**src/rtl/wsp_pkg.sv**
```systemverilog
package wsp_pkg;
  localparam int OPW = 4;

  localparam logic [OPW-1:0] OP_ADD  = 4'hA;
  localparam logic [OPW-1:0] OP_STOP = 4'h0;

  typedef enum logic [2:0] {
    ST_IDLE,
    ST_FETCH,
    ST_DECODE,
    ST_SRC,
    ST_DST
  } seq_state_t;
endpackage

```
**src/rtl/wsp_rst_sync.sv**
```systemverilog
module wsp_rst_sync (
  input  logic clk,
  input  logic rst_n,
  output logic rst_sync_n
);
  logic [1:0] sr_q;

  always_ff @(posedge clk or negedge rst_n) begin
    if (!rst_n) sr_q <= 2'b00;
    else        sr_q <= {sr_q[0], 1'b1};
  end

  assign rst_sync_n = sr_q[1];
endmodule

```
**src/rtl/wsp_mem.sv**
```systemverilog
module wsp_mem #(
  parameter int DW    = 16,
  parameter int WORDS = 256,
  localparam int IW   = $clog2(WORDS)
) (
  input  logic          clk,
  input  logic          en,
  input  logic          we,
  input  logic [IW-1:0] idx,
  input  logic [DW-1:0] wdata,
  output logic [DW-1:0] rdata
);
  logic [DW-1:0] arr [WORDS];

  // one port: a cycle either writes or reads, read data valid next cycle
  always_ff @(posedge clk) begin
    if (en) begin
      if (we) arr[idx] <= wdata;
      else    rdata    <= arr[idx];
    end
  end
endmodule

```
**src/rtl/wsp_addr_gen.sv**
```systemverilog
module wsp_addr_gen #(
  parameter int DW = 16,
  parameter int RB = 4
) (
  input  logic [DW-1:0] wp,
  input  logic [RB-1:0] reg_no,
  output logic [DW-1:0] addr
);
  // byte address of a workspace register = WP + 2*n
  always_comb addr = wp + DW'({reg_no, 1'b0});
endmodule

```
**src/rtl/wsp_alu.sv**
```systemverilog
module wsp_alu #(
  parameter int DW = 16
) (
  input  logic [DW-1:0] a,
  input  logic [DW-1:0] b,
  output logic [DW-1:0] sum,
  output logic          carry,
  output logic          zero
);
  always_comb begin
    {carry, sum} = {1'b0, a} + {1'b0, b};
    zero         = (sum == '0);
  end
endmodule

```
**src/rtl/wsp_seq.sv**
```systemverilog
module wsp_seq
  import wsp_pkg::*;
#(
  parameter int DW = 16,
  parameter int RB = 4,
  parameter int IW = 8
) (
  input  logic          clk,
  input  logic          rst_ni,
  input  logic          start,
  input  logic [DW-1:0] entry_pc,
  input  logic [DW-1:0] ws_base,
  input  logic          host_we,
  input  logic [IW-1:0] host_idx,
  input  logic [DW-1:0] host_wdata,
  input  logic [DW-1:0] mem_rdata,
  input  logic [DW-1:0] src_addr,
  input  logic [DW-1:0] dst_addr,
  input  logic [DW-1:0] alu_sum,
  input  logic          alu_carry,
  input  logic          alu_zero,
  output logic          mem_en,
  output logic          mem_we,
  output logic [IW-1:0] mem_idx,
  output logic [DW-1:0] mem_wdata,
  output logic [DW-1:0] wp,
  output logic [RB-1:0] dst_field,
  output logic [DW-1:0] src_val,
  output logic          busy,
  output logic          halted,
  output logic          illegal,
  output logic          carry,
  output logic          zero
);
  seq_state_t    st_q, st_d;
  logic [DW-1:0] pc_q, pc_d;
  logic [DW-1:0] wp_q, wp_d;
  logic [RB-1:0] df_q, df_d;
  logic [DW-1:0] sa_q, sa_d;
  logic [DW-1:0] da_q, da_d;
  logic [DW-1:0] sv_q, sv_d;
  logic [DW-1:0] res_q, res_d;
  logic          pend_q, pend_d;
  logic          halt_q, halt_d;
  logic          ill_q, ill_d;
  logic          cy_q, cy_d;
  logic          z_q, z_d;
  logic [OPW-1:0] opcode;

  assign opcode = mem_rdata[DW-1 -: OPW];

  // next-state and memory port control
  always_comb begin
    st_d = st_q;   pc_d = pc_q;   wp_d = wp_q;   df_d = df_q;
    sa_d = sa_q;   da_d = da_q;   sv_d = sv_q;   res_d = res_q;
    pend_d = pend_q; halt_d = halt_q; ill_d = ill_q;
    cy_d = cy_q;   z_d = z_q;
    mem_en    = 1'b0;
    mem_we    = 1'b0;
    mem_idx   = host_idx;
    mem_wdata = host_wdata;
    unique case (st_q)
      ST_IDLE: begin
        // host owns the port while idle
        mem_en = 1'b1;
        mem_we = host_we;
        if (start) begin
          st_d   = ST_FETCH;
          pc_d   = entry_pc;
          wp_d   = ws_base;
          pend_d = 1'b0;
          halt_d = 1'b0;
          ill_d  = 1'b0;
        end
      end
      ST_FETCH: begin
        // fetch next word; the previous ADD's destination word is on rdata
        mem_en  = 1'b1;
        mem_idx = IW'(pc_q >> 1);
        pc_d    = pc_q + DW'(2);
        if (pend_q) begin
          res_d = alu_sum;
          cy_d  = alu_carry;
          z_d   = alu_zero;
        end
        st_d = ST_DECODE;
      end
      ST_DECODE: begin
        // decode the fetched word while the previous result is written
        df_d = mem_rdata[2*RB-1:RB];
        sa_d = src_addr;              // speculative, before the opcode is known
        if (pend_q) begin
          mem_en    = 1'b1;
          mem_we    = 1'b1;
          mem_idx   = IW'(da_q >> 1);
          mem_wdata = res_q;
        end
        pend_d = 1'b0;
        if (opcode == OP_ADD) begin
          st_d = ST_SRC;
        end else if (opcode == OP_STOP) begin
          st_d   = ST_IDLE;
          halt_d = 1'b1;
        end else begin
          st_d   = ST_IDLE;
          halt_d = 1'b1;
          ill_d  = 1'b1;
        end
      end
      ST_SRC: begin
        mem_en  = 1'b1;
        mem_idx = IW'(sa_q >> 1);
        da_d    = dst_addr;           // formed while the source is read
        st_d    = ST_DST;
      end
      ST_DST: begin
        mem_en  = 1'b1;
        mem_idx = IW'(da_q >> 1);
        sv_d    = mem_rdata;          // source word arrives now
        pend_d  = 1'b1;
        st_d    = ST_FETCH;
      end
      default: st_d = ST_IDLE;
    endcase
  end

  always_ff @(posedge clk or negedge rst_ni) begin
    if (!rst_ni) begin
      st_q   <= ST_IDLE;
      pc_q   <= '0;
      wp_q   <= '0;
      df_q   <= '0;
      sa_q   <= '0;
      da_q   <= '0;
      sv_q   <= '0;
      res_q  <= '0;
      pend_q <= 1'b0;
      halt_q <= 1'b0;
      ill_q  <= 1'b0;
      cy_q   <= 1'b0;
      z_q    <= 1'b0;
    end else begin
      st_q   <= st_d;
      pc_q   <= pc_d;
      wp_q   <= wp_d;
      df_q   <= df_d;
      sa_q   <= sa_d;
      da_q   <= da_d;
      sv_q   <= sv_d;
      res_q  <= res_d;
      pend_q <= pend_d;
      halt_q <= halt_d;
      ill_q  <= ill_d;
      cy_q   <= cy_d;
      z_q    <= z_d;
    end
  end

  assign wp        = wp_q;
  assign dst_field = df_q;
  assign src_val   = sv_q;
  assign busy      = (st_q != ST_IDLE);
  assign halted    = halt_q;
  assign illegal   = ill_q;
  assign carry     = cy_q;
  assign zero      = z_q;

  // fixed four-cycle slot order
  a_r3_fetch_then_decode: assert property (@(posedge clk) disable iff (!rst_ni)
    (st_q == ST_FETCH) |=> (st_q == ST_DECODE));
  a_r3_src_then_dst: assert property (@(posedge clk) disable iff (!rst_ni)
    (st_q == ST_SRC) |=> (st_q == ST_DST));
  a_r3_dst_then_fetch: assert property (@(posedge clk) disable iff (!rst_ni)
    (st_q == ST_DST) |=> (st_q == ST_FETCH));
  // program counter advances one word per fetch
  a_r1_pc_step: assert property (@(posedge clk) disable iff (!rst_ni)
    (st_q == ST_DECODE) |-> (pc_q == $past(pc_q) + DW'(2)));
  // the result written back is the sum of the two operand words
  a_r2_wb_sum: assert property (@(posedge clk) disable iff (!rst_ni)
    (st_q == ST_DECODE && pend_q) |-> (mem_we && res_q == $past(mem_rdata + sv_q)));
  // an illegal stop leaves the core halted and idle
  a_r7_illegal_halts: assert property (@(posedge clk) disable iff (!rst_ni)
    ill_q |-> (halt_q && st_q == ST_IDLE));
endmodule

```
**src/rtl/wsp_core.sv**
```systemverilog
module wsp_core #(
  parameter int DW        = 16,
  parameter int MEM_WORDS = 256,
  parameter int RB        = 4,
  localparam int IW       = $clog2(MEM_WORDS)
) (
  input  logic          clk,
  input  logic          rst_n,
  input  logic          start,
  input  logic [DW-1:0] entry_pc,
  input  logic [DW-1:0] ws_base,
  input  logic          host_we,
  input  logic [IW-1:0] host_idx,
  input  logic [DW-1:0] host_wdata,
  output logic [DW-1:0] host_rdata,
  output logic          busy,
  output logic          halted,
  output logic          illegal,
  output logic          carry,
  output logic          zero
);
  logic          rst_i_n;
  logic          mem_en, mem_we;
  logic [IW-1:0] mem_idx;
  logic [DW-1:0] mem_wdata, mem_rdata;
  logic [DW-1:0] wp, src_addr, dst_addr, src_val, alu_sum;
  logic [RB-1:0] dst_field;
  logic          alu_carry, alu_zero;

  wsp_rst_sync u_rst (
    .clk        (clk),
    .rst_n      (rst_n),
    .rst_sync_n (rst_i_n)
  );

  wsp_mem #(.DW(DW), .WORDS(MEM_WORDS)) u_mem (
    .clk   (clk),
    .en    (mem_en),
    .we    (mem_we),
    .idx   (mem_idx),
    .wdata (mem_wdata),
    .rdata (mem_rdata)
  );

  // speculative source address from the fixed low field of the word on the bus
  wsp_addr_gen #(.DW(DW), .RB(RB)) u_src_ag (
    .wp     (wp),
    .reg_no (mem_rdata[RB-1:0]),
    .addr   (src_addr)
  );

  wsp_addr_gen #(.DW(DW), .RB(RB)) u_dst_ag (
    .wp     (wp),
    .reg_no (dst_field),
    .addr   (dst_addr)
  );

  wsp_alu #(.DW(DW)) u_alu (
    .a     (mem_rdata),
    .b     (src_val),
    .sum   (alu_sum),
    .carry (alu_carry),
    .zero  (alu_zero)
  );

  wsp_seq #(.DW(DW), .RB(RB), .IW(IW)) u_seq (
    .clk        (clk),
    .rst_ni     (rst_i_n),
    .start      (start),
    .entry_pc   (entry_pc),
    .ws_base    (ws_base),
    .host_we    (host_we),
    .host_idx   (host_idx),
    .host_wdata (host_wdata),
    .mem_rdata  (mem_rdata),
    .src_addr   (src_addr),
    .dst_addr   (dst_addr),
    .alu_sum    (alu_sum),
    .alu_carry  (alu_carry),
    .alu_zero   (alu_zero),
    .mem_en     (mem_en),
    .mem_we     (mem_we),
    .mem_idx    (mem_idx),
    .mem_wdata  (mem_wdata),
    .wp         (wp),
    .dst_field  (dst_field),
    .src_val    (src_val),
    .busy       (busy),
    .halted     (halted),
    .illegal    (illegal),
    .carry      (carry),
    .zero       (zero)
  );

  assign host_rdata = mem_rdata;
endmodule

```
**config.mk**
```make
export PLATFORM = sky130hd
export DESIGN_NAME = wsp_core
export DESIGN_NICKNAME = d
export VERILOG_FILES = /design/src/rtl/wsp_pkg.sv /design/src/rtl/wsp_rst_sync.sv /design/src/rtl/wsp_mem.sv /design/src/rtl/wsp_addr_gen.sv /design/src/rtl/wsp_alu.sv /design/src/rtl/wsp_seq.sv /design/src/rtl/wsp_core.sv
export SDC_FILE = /design/constraint.sdc
export NUM_CORES = 2
export LEC_CHECK = 0
export BUFFER_PORTS_ARGS = -buffer_cell sky130_fd_sc_hd__buf_2
export CAP_MARGIN = 0
export CORE_MARGIN = 2
export CORE_UTILIZATION = 45
export DETAILED_ROUTE_END_ITERATION = 7
export SLEW_MARGIN = 20
export SYNTH_ARGS = -nofsm -noshare
export SYNTH_HDL_FRONTEND = slang
export SYNTH_SLANG_ARGS = --single-unit
```
**constraint.sdc**
```tcl
create_clock -name clk -period 2.75 [get_ports clk]
set_input_delay 0.275 -clock clk [delete_from_list [all_inputs] [get_ports clk]]
set_output_delay 0.275 -clock clk [all_outputs]
set_load 0.02 [all_outputs]
```
== Word level (Yosys, flattened, before mapping) ==
Memory sizes are Yosys's and may differ from the RTL's. A register that Yosys moved wholly into a read port is not among the register bits.
Cells that the tools add are included.
Word-level totals
  register bits: 89
  RAM bits: 4096
  input bits: 60
  output and inout bits: 21
  word-level logic and storage cells: 65
  memories: 1
Memories
  u_mem.arr: words 256, width 16, rd ports 1, clocked after Yosys merged registers in 1, wr ports 1, RTL line wsp_mem.sv:13  | logic [DW-1:0] arr [WORDS];
Cells by class
  add/subtract/negate cells: 4
  equal/unequal tests: 8
  multiplexer cells: 22
  bitwise logic cells: 1
  reduce and logical (&&, ||, !) cells: 15
Operators by type and width (number)
  two-way mux 16 bit: 3
  one-hot mux 16 bit (2 select lines): 1
  one-hot mux 8 bit (4 select lines): 1
  adder 9 x 5 -> 9 bit: 2
  adder 16 x 16 -> 17 bit: 1
  adder 16 x 2 -> 16 bit (second input constant): 1
  logical NOT 16 bit: 1
  one-hot mux 3 bit (5 select lines): 1
  AND reduction 2 bit: 5
  two-way mux 1 bit: 8
  two-way mux 8 bit: 1
  one-hot mux 1 bit (2 select lines): 4
  equality test 3 x 2 -> 1 bit (second input constant): 2
  != test 2 bit (second input constant): 3
  nonzero test 3 bit: 2
  equality test 4 bit (second input constant): 1
  logical NOT 4 bit: 1
  AND reduction 4 bit: 1
  nonzero test 2 bit: 2
  OR reduction 4 bit: 1
  equality test 3 x 1 -> 1 bit (second input constant): 1
  equality test 3 bit (second input constant): 1
  logical NOT 3 bit: 1
  two-way mux 3 bit: 1
  other kinds (4): 4

== Depth between registers and ports, before layout ==
  word-level depth: 5
  mapped depth: 16
  depth with buffers taken out: 12

== Modules after synthesis ==
From an unflattened synthesis, not the netlist that was laid out.
Unflattened totals
  cell total of the unflattened synthesis: 7208
  area, all modules: 160574.0 µm²
Modules (own cells, without submodules)
  wsp_mem: times used 1, cells each 6705, area an instance 155236.4 µm², sequential area each 123478.4 µm²
  wsp_seq: times used 1, cells each 319, area an instance 3882.5 µm², sequential area each 2102.0 µm²
  wsp_alu: times used 1, cells each 99, area an instance 740.7 µm², sequential area each 0.0 µm²
  wsp_addr_gen: times used 2, cells each 41, area an instance 330.3 µm², sequential area each 0.0 µm²
  wsp_rst_sync: times used 1, cells each 3, area an instance 53.8 µm², sequential area each 50.0 µm²

== Worst setup path after synthesis ==
OpenSTA, ideal clock, no wires.
  path type: reg-to-reg
  from: reg u_seq.st_q[2]
  to: mem u_mem.arr[0][10], data pin
  library setup time: 0.556 ns
  arrival: 3.627 ns
  data required time: 2.194 ns
  slack: -1.432 ns
  stages on the path, launching flop included: 8
  path buffers: 4
  period minus slack after synthesis: 4.182 ns
  cells stage by stage: dfrtp_1 > clkbuf_1 > clkbuf_1 > nor2_1 > and3_1 > clkbuf_1 > clkbuf_1 > mux2_2
Between the ends
  word-level cells in the longest chain between the ends: 2
RTL lines
  start, declared: RTL line wsp_seq.sv:35  | seq_state_t st_q, st_d;
  start signal, assigned: RTL line wsp_seq.sv:143  | st_q <= st_d;
  equality test 3 x 2 -> 1 bit: RTL line wsp_seq.sv:62  | unique case (st_q)
  two-way mux 16 bit: RTL line wsp_seq.sv:62
  named net mem_wdata[10]: RTL line wsp_core.sv:25  | logic [DW-1:0] mem_wdata, mem_rdata;
  end, declared: RTL line wsp_mem.sv:13
The timed path passes the listed nets, and every way through them passes these cells.

== Final worst setup path ==
  from: reg u_seq.st_q[2]
  to: reg u_mem.rdata[12], read port of u_mem.arr, data pin
Between the ends
  word-level cells in the longest chain between the ends: 4
  elaborated cells between the ends (all ways): 11
  those cells by class: 4 x eq/ne; 3 x mux; 1 x bitwise; 3 x reduce/logical
RTL lines
  equality test 3 x 2 -> 1 bit (tied with other cells): RTL line wsp_seq.sv:62
  OR reduction 4 bit (no line) / one-hot mux 1 bit (2 select lines) (equally long branches)
  one-hot mux 1 bit (2 select lines) / inverter 1 bit (equally long branches)
  AND reduction 2 bit (no line)
  end, declared: RTL line wsp_mem.sv:11  | output logic [DW-1:0] rdata
Parallel ways exist; a longest one is shown, timed or not.
A chain may end at the register's enable or synchronous reset.

==> qor.csv <==
metric,value,unit
most instantiated flip-flop cell in the synthesis netlist,sky130_fd_sc_hd__edfxtp_1,
headroom to the max-slew limit,38.7,%
relative contribution of combinational cells to total power,47.6,%
via count,98400,
number of cells on the worst hold path,4,
Crit-path slowest cell,sky130_fd_sc_hd__o41ai_4,
width of the chip,607,um
leakage component of the power,70.4,nW
endpoint type of the worst setup path,register,
number of distinct standard cells referenced by the synthesized netlist,74,
Worst Max-Slew Pin Slew,911,ps
Final Wtd Congestion,0.886,
setup slack on the worst flop-to-flop path,-1440,ps
share of cells above drive strength 1,28.2,%
Achievable Freq,239,MHz
number of violations of the max-capacitance limit,0,
register share of total power,29.8,%
number of enable flip-flop cells after synthesis,4112,
clk root buf,sky130_fd_sc_hd__clkbuf_16,
via density per instance,5.91,
Switching Share,36.8,%
Total Negative Setup Slacks,-3870470,ps
first-pass GRT wire length,690000,um
sequential-to-total area share from yosys stat,76.7,%
pins over their slew limit,0,
run status,"finished, violations left",
final core occ,56.9,%
fraction of registers with async set or reset after synthesis,1.86,%
Detail Route Antenna Nets,0,
category of cells accounting for the largest share of critical-path delay,compound AO/OA/AOI/OAI gates,
worst reg2reg path depth,13,
cell-by-cell listing of the critical path,or3b_4 > o221a_4 > o21ai_4 > buf_12 > buf_16 > buf_12 > buf_16 > mux4_2 > a22o_4 > o41ai_4 > buf_4 > o311a_4 > nand4_1,
pin count of the biggest net entering global routing,88,
final layout net count,11600,
total stage count of the critical path,13,
total wire length,491000,um
critical path type,register to register,
CP arrival,4880,ps
clock tree from TritonCTS,built,
Internal,156,mW
antenna violations before repair,18,
Yosys Warn Count,0,
die area,0.368,sq mm
RSZ-0062 raised after global routing,yes,
power per cell area,1200,mW/mm^2
drt wl/cell,29.5,um
count of pins on the block boundary,81,
num rows,221,
Layout Area Growth over Synthesis,26.0,%
fin worst setup slack,-1440,ps
final critical path time including I/O delays and setup,4190,ps
highest net fanout along the worst path,5,
Post-Syn Instances,9819,
CP bufs+invs,5,
part of the power in the clock network,22.6,%
DIE HEIGHT,607,um
net count of the mapped netlist,9907,
Yosys reg bits,4190,
clk sink count,4190,
number of filler instances in the final layout,27100,
CORE AREA,0.362,sq mm
minimum hold slack,140,ps
final count of hold timing violations,0,
area share of the largest cell type after synthesis,75.5,%
Synth area leader,sky130_fd_sc_hd__edfxtp_1,
Longest Clk Path Bufs,4,
"Clk pin slew, worst setup/hold paths",70,ps
DRC errors left,0,
violations in the final reports,negative setup slack,
main area contributors after synthesis,"sky130_fd_sc_hd__edfxtp_1, sky130_fd_sc_hd__mux4_2, sky130_fd_sc_hd__mux2i_1, sky130_fd_sc_hd__nand2_1, sky130_fd_sc_hd__a21oi_1",
maximum VDD drop,884,uV
worst-skew pair later-pin latency,990,ps
launching element type of the critical path,register,
total setup violations reported at the end of the flow,8074,
worst hold-check path type,primary input to register,
share of the clock period used by the worst path after layout,152,%
Detailed Routing Iterations Pass 1,6,
DRC marker count from the first detailed-route iteration,13200,
number of H-tree levels,5,
largest stage delay on the critical path,560,ps
global route overflow,0,
area of the mapped netlist,0.164,sq mm
global-route usage over all layers,26.0,%
Port-buffer cells,64,
maximum clock skew at final layout,48.9,ps
number of buffers added by the clock tree synthesis step,427,
number of global-route vias before repair,95700,
data required time of the worst path,3440,ps
mean instance size in the synthesized netlist,16.7,sq um
starting density of the core,45.2,%
Detailed Place HPWL,307000,um
net load switching power,90.7,mW
## worst register-to-register path: stages, from the launching register on
cell	delay [ps]
sky130_fd_sc_hd__dfrtp_2	450
sky130_fd_sc_hd__or3b_4	430
sky130_fd_sc_hd__o221a_4	290
sky130_fd_sc_hd__o21ai_4	180
sky130_fd_sc_hd__buf_12	190
sky130_fd_sc_hd__buf_16	190
sky130_fd_sc_hd__buf_12	160
sky130_fd_sc_hd__buf_16	140
sky130_fd_sc_hd__mux4_2	510
sky130_fd_sc_hd__a22o_4	290
sky130_fd_sc_hd__o41ai_4	560
sky130_fd_sc_hd__buf_4	210
sky130_fd_sc_hd__o311a_4	230
sky130_fd_sc_hd__nand4_1	90
## sequential cells by signal, indices dropped and copies added, names as in the netlist, 2 cells and up
signal           flops
u_mem.arr         4096
u_mem.rdata         16
u_seq.res_q         16
u_seq.src_val       16
u_seq.da_q           8
u_seq.pc_q           8
u_seq.sa_q           8
u_seq.wp             8
u_seq.dst_field      4
u_seq.st_q           3
u_rst.sr_q           2
## cell usage in the layout (no fill, tap or decap), types with 41 or more instances in the layout
cell / synthesis / routed
sky130_fd_sc_hd__nor2_2: 1 / 120
sky130_fd_sc_hd__clkinv_2: 0 / 85
sky130_fd_sc_hd__nor4_2: 0 / 42
sky130_fd_sc_hd__clkinv_1: 0 / 105
sky130_fd_sc_hd__o22a_1: 96 / 95
sky130_fd_sc_hd__clkbuf_16: 0 / 452
sky130_fd_sc_hd__clkbuf_1: 258 / 90
sky130_fd_sc_hd__mux4_2: 352 / 352
sky130_fd_sc_hd__edfxtp_1: 4112 / 4112
sky130_fd_sc_hd__a31oi_1: 147 / 121
sky130_fd_sc_hd__nor4_1: 160 / 103
sky130_fd_sc_hd__mux2i_1: 631 / 610
sky130_fd_sc_hd__a211oi_1: 51 / 41
sky130_fd_sc_hd__o22ai_1: 208 / 195
sky130_fd_sc_hd__buf_2: 192 / 66
sky130_fd_sc_hd__buf_4: 63 / 1030
sky130_fd_sc_hd__nand2_1: 1633 / 1604
sky130_fd_sc_hd__a21oi_1: 642 / 631
sky130_fd_sc_hd__nand3_1: 142 / 138
sky130_fd_sc_hd__dlygate4sd3_1: 0 / 48
sky130_fd_sc_hd__a22o_1: 65 / 42
sky130_fd_sc_hd__buf_6: 35 / 72
sky130_fd_sc_hd__nor2_1: 316 / 79
sky130_fd_sc_hd__buf_12: 0 / 525
sky130_fd_sc_hd__nor2_4: 0 / 118
sky130_fd_sc_hd__buf_16: 0 / 43
sky130_fd_sc_hd__dfrtp_1: 78 / 75
sky130_fd_sc_hd__o21ai_0: 94 / 69
## cells in the mapped netlist, drive strengths merged, types with 51 or more instances
cell       n
a22o      65
edfxtp  4112
nand3    143
a211oi    51
o22a      96
o21ai    102
mux4     352
nand2   1634
dfrtp     78
nor4     160
a21oi    644
a31oi    147
clkbuf   258
mux2i    631
nor2     317
o22ai    209
buf      332
## kinds of logic (layout without fill, tap and decap cells)
kind of cell / count (synthesis) / in the layout / synth area share, %
AOI/OAI and AO/OA: 1524 / 1524 / 5.93
xor gates and xnor gates: 23 / 23 / 0.123
adders and majority gates: 28 / 28 / 0.228
buffers and inverters: 625 / 2644 / 1.89
DFF: 4190 / 4190 / 76.7
muxes: 1023 / 1023 / 8.99
other: 1 / 10 / 0.00229
and+or+nand+nor: 2405 / 2405 / 6.14
## cell type report
class | instances | area [sq um] | share of cell area (%)
Tap cell | 4794 | 6000 | 2.91
Clock buffer | 521 | 11100 | 5.40
Inverter | 35 | 135 | 0.0656
Sequential cell | 4190 | 125000 | 60.9
Antenna cell | 9 | 22.5 | 0.0109
Clock inverter | 258 | 2170 | 1.05
Timing Repair Buffer | 1830 | 22100 | 10.7
Multi-Input combinational cell | 5004 | 39000 | 18.9
## routing by layer
metal | part of all wire, % | global-route usage [%] | wire [um] | up-vias
met3 | 9.2 | 4.50 | 45100 | 794
met4 | 3.8 | 9.06 | 18900 | 6
met1 | 41 | 37.0 | 200000 | 50900
li1 | - | - | - | 41800
met5 | 0.0077 | 0 | 38 | -
met2 | 46 | 40.5 | 227000 | 4865
## stage by stage
step | worst slack [ps] | power (mW) | instances | area [sq um]
after detailed placement | -2280 | 177 | 15600 | 186000
after CTS | -1370 | 242 | 16500 | 203000
final | -1440 | 247 | 16600 | 206000
after global routing | -1480 | 255 | 16600 | 206000
after floorplan | -843 | 128 | 9819 | 165000
after global placement | -2410 | 176 | 15600 | 186000
## repair_timing
action | 4_1_cts | 5_1_grt
gates cloned | 23 | 25
hold buffers | 48 | 0
gates resized for setup | 372 | 303
setup endpoints to repair | 4161 | 8111
pin swaps | 84 | 113
hold endpoints to repair | 129 | 0
buffers inserted | 92 | 62
## power by group through the flow
| stage | sequential [mW] | clock (mW) | combinational, mW |
|---|---|---|---|
| floorplan | 74.8 | 0 | 53.0 |
| global placement | 74.8 | 0 | 101 |
| detailed placement | 74.9 | 0 | 102 |
| CTS | 73.5 | 56.3 | 112 |
| global route | 73.6 | 58.6 | 123 |
| finish | 73.6 | 55.7 | 118 |
## path summary, 6_finish.rpt
| path | from | to |
|---|---|---|
| setup / recovery | u_seq.st_q[2]$_DFFE_PN0P_ | u_mem.rdata[12]$_DFFE_PP_ |
| hold / removal | entry_pc[8] | u_seq.pc_q[8]$_DFFE_PN0P_ |
| setup reg to reg | u_seq.st_q[2]$_DFFE_PN0P_ | u_mem.rdata[12]$_DFFE_PP_ |
| hold reg to reg | u_rst.sr_q[1]$_DFF_PN0_ | u_seq.sa_q[6]$_DFFE_PN0P_ |
| max in group asynchronous | u_rst.sr_q[1]$_DFF_PN0_ | u_seq.src_val[13]$_DFFE_PN0N_ |
| min in group asynchronous | rst_n | u_rst.sr_q[1]$_DFF_PN0_ |
Power figures use the tool's default switching activity.
